$ cat src/rtl/wmreg_pkg.sv
package wmreg_pkg;
  localparam int DATA_W     = 32;
  localparam int HALF_W     = DATA_W / 2;
  localparam int ADDR_W     = 6;
  localparam int NUM_CTRL   = 7;
  localparam int STAT_OFS   = 'h20;

  // register indices whose fields leave the bank
  localparam int CFG_IDX    = 0;
  localparam int PWR_IDX    = 6;

  localparam int FREQ_LSB   = 12;
  localparam int FREQ_W     = 2;
  localparam int TAPEN_BIT  = 11;
  localparam int TAPSEL_LSB = 7;
  localparam int TAPSEL_W   = 4;
  localparam int PWR_BIT    = 0;
  localparam int DLLEN_BIT  = 1;
  localparam int DRV_LSB    = 4;
  localparam int DRV_W      = 3;

  localparam int CAL_BIT    = 6;
  localparam int RDY_BIT    = 5;
endpackage

$ cat src/rtl/wmreg_decode.sv
module wmreg_decode #(
  parameter int ADDR_W   = 6,
  parameter int NUM_CTRL = 7,
  parameter int STAT_OFS = 'h20
) (
  input  logic [ADDR_W-1:0]   addr_i,
  output logic [NUM_CTRL-1:0] ctrl_sel_o,
  output logic                stat_sel_o
);
  localparam int IDX_W = ADDR_W - 2;

  logic             aligned;
  logic [IDX_W-1:0] word_idx;

  assign aligned  = (addr_i[1:0] == 2'b00);
  assign word_idx = addr_i[ADDR_W-1:2];

  for (genvar i = 0; i < NUM_CTRL; i++) begin : g_sel
    assign ctrl_sel_o[i] = aligned && (word_idx == IDX_W'(i));
  end

  assign stat_sel_o = (addr_i == ADDR_W'(STAT_OFS));
endmodule

$ cat src/rtl/wmreg_cell.sv
module wmreg_cell #(
  parameter int HALF_W = 16
) (
  input  logic                clk_i,
  input  logic                rst_ni,
  input  logic                wr_en_i,
  input  logic [2*HALF_W-1:0] wdata_i,
  output logic [HALF_W-1:0]   q_o
);
  logic [HALF_W-1:0] mask;
  logic [HALF_W-1:0] data;

  assign mask = wdata_i[2*HALF_W-1:HALF_W];
  assign data = wdata_i[HALF_W-1:0];

  always_ff @(posedge clk_i or negedge rst_ni) begin
    if (!rst_ni)      q_o <= '0;
    else if (wr_en_i) q_o <= (q_o & ~mask) | (data & mask);
  end
endmodule

$ cat src/rtl/wmreg_rdmux.sv
module wmreg_rdmux #(
  parameter int DATA_W   = 32,
  parameter int HALF_W   = 16,
  parameter int NUM_CTRL = 7,
  parameter int CAL_BIT  = 6,
  parameter int RDY_BIT  = 5
) (
  input  logic [NUM_CTRL-1:0][HALF_W-1:0] ctrl_q_i,
  input  logic [NUM_CTRL-1:0]             ctrl_sel_i,
  input  logic                            stat_sel_i,
  input  logic                            cal_done_i,
  input  logic                            dll_rdy_i,
  output logic [DATA_W-1:0]               rd_word_o
);
  always_comb begin
    rd_word_o = '0;
    // select lines are one-hot or zero, so an OR tree suffices
    for (int i = 0; i < NUM_CTRL; i++) begin
      if (ctrl_sel_i[i]) rd_word_o[HALF_W-1:0] = rd_word_o[HALF_W-1:0] | ctrl_q_i[i];
    end
    if (stat_sel_i) begin
      rd_word_o[CAL_BIT] = cal_done_i;
      rd_word_o[RDY_BIT] = dll_rdy_i;
    end
  end
endmodule

$ cat src/rtl/wmreg_bank.sv
module wmreg_bank
  import wmreg_pkg::*;
#(
  parameter int P_ADDR_W   = ADDR_W,
  parameter int P_DATA_W   = DATA_W,
  parameter int P_NUM_CTRL = NUM_CTRL
) (
  input  logic                  clk_i,
  input  logic                  rst_ni,
  input  logic [P_ADDR_W-1:0]   addr_i,
  input  logic [P_DATA_W-1:0]   wdata_i,
  input  logic                  we_i,
  input  logic                  re_i,
  output logic [P_DATA_W-1:0]   rdata_o,
  input  logic                  cal_done_i,
  input  logic                  dll_rdy_i,
  output logic [FREQ_W-1:0]     freq_sel_o,
  output logic [DRV_W-1:0]      drv_sel_o,
  output logic                  tap_en_o,
  output logic [TAPSEL_W-1:0]   tap_sel_o,
  output logic                  pwr_up_o,
  output logic                  dll_en_o
);
  localparam int P_HALF_W = P_DATA_W / 2;

  logic [P_NUM_CTRL-1:0]               ctrl_sel;
  logic                                stat_sel;
  logic [P_NUM_CTRL-1:0][P_HALF_W-1:0] ctrl_q;
  logic [P_DATA_W-1:0]                 rd_word;

  wmreg_decode #(
    .ADDR_W   (P_ADDR_W),
    .NUM_CTRL (P_NUM_CTRL),
    .STAT_OFS (STAT_OFS)
  ) u_decode (
    .addr_i     (addr_i),
    .ctrl_sel_o (ctrl_sel),
    .stat_sel_o (stat_sel)
  );

  for (genvar i = 0; i < P_NUM_CTRL; i++) begin : g_reg
    wmreg_cell #(.HALF_W(P_HALF_W)) u_cell (
      .clk_i   (clk_i),
      .rst_ni  (rst_ni),
      .wr_en_i (we_i && ctrl_sel[i]),
      .wdata_i (wdata_i),
      .q_o     (ctrl_q[i])
    );
  end

  wmreg_rdmux #(
    .DATA_W   (P_DATA_W),
    .HALF_W   (P_HALF_W),
    .NUM_CTRL (P_NUM_CTRL),
    .CAL_BIT  (CAL_BIT),
    .RDY_BIT  (RDY_BIT)
  ) u_rdmux (
    .ctrl_q_i   (ctrl_q),
    .ctrl_sel_i (ctrl_sel),
    .stat_sel_i (stat_sel),
    .cal_done_i (cal_done_i),
    .dll_rdy_i  (dll_rdy_i),
    .rd_word_o  (rd_word)
  );

  always_ff @(posedge clk_i or negedge rst_ni) begin
    if (!rst_ni)   rdata_o <= '0;
    else if (re_i) rdata_o <= rd_word;
  end

  assign freq_sel_o = ctrl_q[CFG_IDX][FREQ_LSB +: FREQ_W];
  assign tap_en_o   = ctrl_q[CFG_IDX][TAPEN_BIT];
  assign tap_sel_o  = ctrl_q[CFG_IDX][TAPSEL_LSB +: TAPSEL_W];
  assign pwr_up_o   = ctrl_q[PWR_IDX][PWR_BIT];
  assign dll_en_o   = ctrl_q[PWR_IDX][DLLEN_BIT];
  assign drv_sel_o  = ctrl_q[PWR_IDX][DRV_LSB +: DRV_W];
endmodule

$ cat config.mk
export PLATFORM = sky130hd
export DESIGN_NAME = wmreg_bank
export DESIGN_NICKNAME = d
export VERILOG_FILES = /design/src/rtl/wmreg_pkg.sv /design/src/rtl/wmreg_decode.sv /design/src/rtl/wmreg_cell.sv /design/src/rtl/wmreg_rdmux.sv /design/src/rtl/wmreg_bank.sv
export SDC_FILE = /design/constraint.sdc
export NUM_CORES = 1
export LEC_CHECK = 0
export ABC_AREA = 1
export BUFFER_PORTS_ARGS = -buffer_cell sky130_fd_sc_hd__buf_2
export CAP_MARGIN = 20
export CORE_MARGIN = 5
export CORE_UTILIZATION = 45
export CTS_CLUSTER_DIAMETER = 60
export DETAILED_ROUTE_END_ITERATION = 12
export PLACE_DENSITY = 0.65
export SYNTH_ARGS = -nofsm -noshare
export SYNTH_HDL_FRONTEND = slang
export SYNTH_SLANG_ARGS = --single-unit
export TNS_END_PERCENT = 5
$ cat constraint.sdc
create_clock -name clk_i -period 1.02 [get_ports clk_i]
set_input_delay 0.102 -clock clk_i [delete_from_list [all_inputs] [get_ports clk_i]]
set_output_delay 0.102 -clock clk_i [all_outputs]
set_load 0.05 [all_outputs]
; Yosys cells after proc, flatten, opt, wreduce, memory -nomap -nowiden
; Index checks and enable logic that the tools add are counted.
[totals]
register_bits = 128
inputBits = 44
output_inout_bits = 44
elab_cells = 61
[op_classes]
n_eq_ne = 7
muxes = 8
bitwise_logic = 22
n_reduce_logical = 16
[ops]
columns = op, count
row1 = $or 16x16->16, 13
row2 = $and 16x16->16, 8
row3 = $mux 16, 7
row4 = $not 16->16, 1
row5 = $logic_and 1x1->1, 14
row6 = $eq 4x3->1 const B, 3
row7 = $eq 4x2->1 const B, 2
row8 = $eq 6x6->1 const B, 1
row9 = $eq 4x1->1 const B, 1
row10 = $logic_not 4->1, 1
row11 = $logic_not 2->1, 1
row12 = $mux 2, 1

; Depth between registers and ports, before layout
[depth]
word_depth = 16
ltp_mapped = 9
depth_no_buf = 9

; By module
; From an unflattened synthesis, not the netlist that was laid out.
[hier_totals]
cells_unflattened = 964
hier_area_um2 = 7397.1
[by_module_without_submodules]
columns = mod, n_inst, cells_per_inst, area_each_um2
row1 = wmreg_cell, 7, 83, 694.4
row2 = wmreg_bank, 1, 150, 1345.0
row3 = wmreg_rdmux, 1, 210, 1094.8
row4 = wmreg_decode, 1, 23, 96.3

; Least setup slack after synthesis
; Ideal clock, no wire load.
[synth_timing]
kind = in2reg
startpoint = input addr_i[1]
endpoint = register (tool-made name)
t_arrival_ns = 1.100
setup_slack_ns = -0.204
path_stages = 7
path_buffers = 1
cell_sequence = nor2_2 nand2_4 nor3_4 buf_2 nand2_1 nand2_1 o21ai_1
[synth_lines]
columns = element, line_no
row1 = from (decl), wmreg_bank.sv:10  ; input logic [P_ADDR_W-1:0] addr_i,

; Worst setup path in the final report
[layout_timing]
startpoint = register rdata_o[12]
endpoint = output rdata_o[12]
[layout_lines]
columns = element, line_no
row1 = from (decl), wmreg_bank.sv:14  ; output logic [P_DATA_W-1:0] rdata_o,
row2 = from (signal assigned), wmreg_bank.sv:68  ; else if (re_i) rdata_o <= rd_word;
; No word-level cell between the ends.

==> results_dict.tcl <==
set metrics [dict create \
    outcome "complete, but fails checks" \
    violations "negative setup slack" \
    syn-cell-area_um2 6305 \
    setup_viol 28 \
    routed_via_density 4.930 \
    grt_usage_pct 21.81 \
    ys.warnings.count 0 \
    crit_required_ns 0.92 \
    layout_setup_ws_ns -0.08925 \
    avgSynthCellArea_um2 7.755 \
    multi_input_area_um2 2743 \
    die_area_um2 16480 \
    die_w_um 128.4 \
    worst_path_largest_cell_delay_ns 0.42 \
    root_buffer "clkbuf_16" \
    io_buffer_count 71 \
    cts_sinks 128 \
    grt_max_degree 49 \
    clkLatencyLatePin_ns 0.42 \
    grt_pass1_vias 5409 \
    drtIter0Drc 451 \
    holdPathStages 3 \
    synth_compound_area_share_pct 10.00 \
    slowest_stage "dfrtp_1" \
    path_max_fanout 2 \
    worstRegToRegCells 7 \
    path_cells "buf_6" \
    drc_errors 0 \
    min_path_type "primary input to flop" \
    die_h_um 128.4 \
    nFillCells 1225 \
    final-hold-violation-count 0 \
    fin_worst_skew_ns 0.009029 \
    leakagePower_nw 3.923 \
    max-clock-path-buffers 2 \
    synth-xor-area-share_pct 0 \
    initial_utilization_pct 45.60 \
    rsz0062_at_grt "yes" \
    crit_path_start_kind "flop" \
    end_kind "primary output" \
    coreArea_um2 13830 \
    peakVddDrop_uv 1167 \
    grt-ovfl-total 0 \
    seqCellArea_um2 3203 \
    critPathKind "flop to primary output" \
    grt_pass1_wl_mm 27.92 \
    synth_cells 813 \
    ys_seq_area_share_pct 50.80 \
    drive_gt1_share_pct 18.97 \
    tns_ns -1.698 \
    synth.area.mux_share_pct 0 \
    critPathArrivalTime_ns 1.01 \
    rows 43 \
    hp-start "wdata_i[31]" \
    fin_nets 980 \
    period_share_pct 108.7 \
    cap_violations 0 \
    antenna_found_initial 0 \
    routedWlPerCell_um 14.92 \
    dp_slack_ns -0.3178 \
    clk_pin_slew_ns 0.05 \
    io_pins 88 \
    antenna_cells 0 \
    r2r_slack_ns 0.03 \
    min_period_ns 1.109 \
    power-per-cell-area_nw_per_um2 1705 \
    drtPass1Iterations 5 \
    gp_congestion 0.8256 \
    crit_family "flip-flops" \
    ant_nets 0 \
    slew_viol_final 0 \
    vias 5566 \
    cts_tree "yes" \
    synth_top_family_by_area "simple AND/OR/NAND/NOR gates" \
    cts_buffers 17 \
    drt_wl_total_mm 16.85 \
    path_buf_inv 1 \
    synth_cell_type_count 20 \
    place_hpwl_mm 11.46 \
    area_growth_pct 28.30 \
    synth_simple_gate_area_share_pct 32.35 \
    critical_path_depth 1 \
    ctsHtreeMaxLevel 4 \
    reg2reg_to "rdata_o[5]" \
    synthAdderAreaFrac_pct 0 \
    synth_seq_cells 128 \
    fmax_ghz 0.9015 \
]
stage by stage:
stage	cell area [um^2]	util (%)	power (W)	hold WS [ns]	cells
2_1_floorplan	6384	-	0.006757	-0.1936	828
3_5_place_dp	7123	51.52	0.007293	0.1358	1080
3_3_place_gp	7123	51.52	0.007271	0.1332	1080
5_1_grt	8089	58.50	0.01434	0.008028	1129
4_1_cts	8078	58.42	0.01389	0.0001143	1128
6_report	8089	58.50	0.01379	0.01628	1129
cell usage in the layout (no fill, tap or decap):
cell and count:
nor2_1 53, buf_2 42, nand2_4 2, nor2_2 4, nand3_1 19, inv_1 24, dlygate4sd3_1 12, conb_1 16
clkinv_2 3, inv_4 2, nor3_4 7, buf_12 12, clkbuf_16 17, o21ai_1 53, inv_2 1, buf_6 29
o21ai_0 59, nand2_1 383, clkbuf_8 1, bufinv_16 4, nand4_1 8, buf_4 38, nand2_2 3, dfrtp_1 128
nor2_4 8, clkinv_4 2, a21oi_1 14, clkinvlp_4 5
worst max path at each step:
stage	start	end
after global placement	addr_i[4]	flop
after detailed placement	addr_i[1]	flop
after global routing	flop	tap_sel_o[0]
after CTS	flop	tap_sel_o[0]
final	rdata_o[12]	rdata_o[12]
after floorplan	addr_i[4]	flop
kinds of logic after synthesis:
logic type / after synthesis
AO/OA/AOI/OAI: 126
other: 1
AND/OR/NAND/NOR: 487
flip-flops: 128
buffers and inverters: 71
synth_stat cells:
library cell  instances  area share (%)
nor2_2                5            0.50
clkbuf_1              4            0.24
buf_6                 5            0.89
inv_1                24             1.4
nand2_4               2            0.36
nor2_1               53             3.2
nor2_4                7             1.3
o21ai_0              60             4.8
nand2_1             386              23
conb_1                1           0.059
inv_4                 2            0.20
dfrtp_1             128              51
buf_2                 5            0.40
nand4_1               8            0.79
nand3_1              19             1.5
nor3_4                7             1.8
inv_2                 1           0.059
o21ai_1              52             4.1
a21oi_1              14             1.1
buf_4                30             3.6
where the power goes:
group	switching, W	internal (W)	leakage (nW)
combinational	0.00108	0.000566	1.90
sequential	0.000251	0.00548	1.73
clock	0.00227	0.00414	0.294
total	0.00361	0.0102	3.92
metal layers:
| layer | up-vias | track usage (%) | routed length (um) |
|---|---|---|---|
| li1 | 2814 | - | - |
| met4 | 0 | 8.052 | 341 |
| met5 | - | 0 | 0 |
| met1 | 2598 | 29.55 | 7805 |
| met3 | 30 | 5.064 | 712 |
| met2 | 124 | 34.39 | 7985 |
repair_timing:
action	CTS	global route
endpoints found under the hold margin	147	0
endpoints found under the setup margin	28	30
pin swaps	1	0
gates cloned	0	0
gates resized for setup	56	1
hold buffers	12	0
setup buffers	4	1
tightest hold or removal path: stages:
cell and delay [ns]:
buf_2 0.15, nand2_2 0.08, o21ai_1 0.05
layout make-up:
type,instances,share of cell area [%]
Clock buffer,18,5.429
Clock inverter,14,2.351
Inverter,27,1.315
Multi-Input combinational cell,629,33.91
Sequential cell,128,39.60
Tap cell,180,2.784
Timing Repair Buffer,133,14.62
Power figures use the tool's default switching activity.
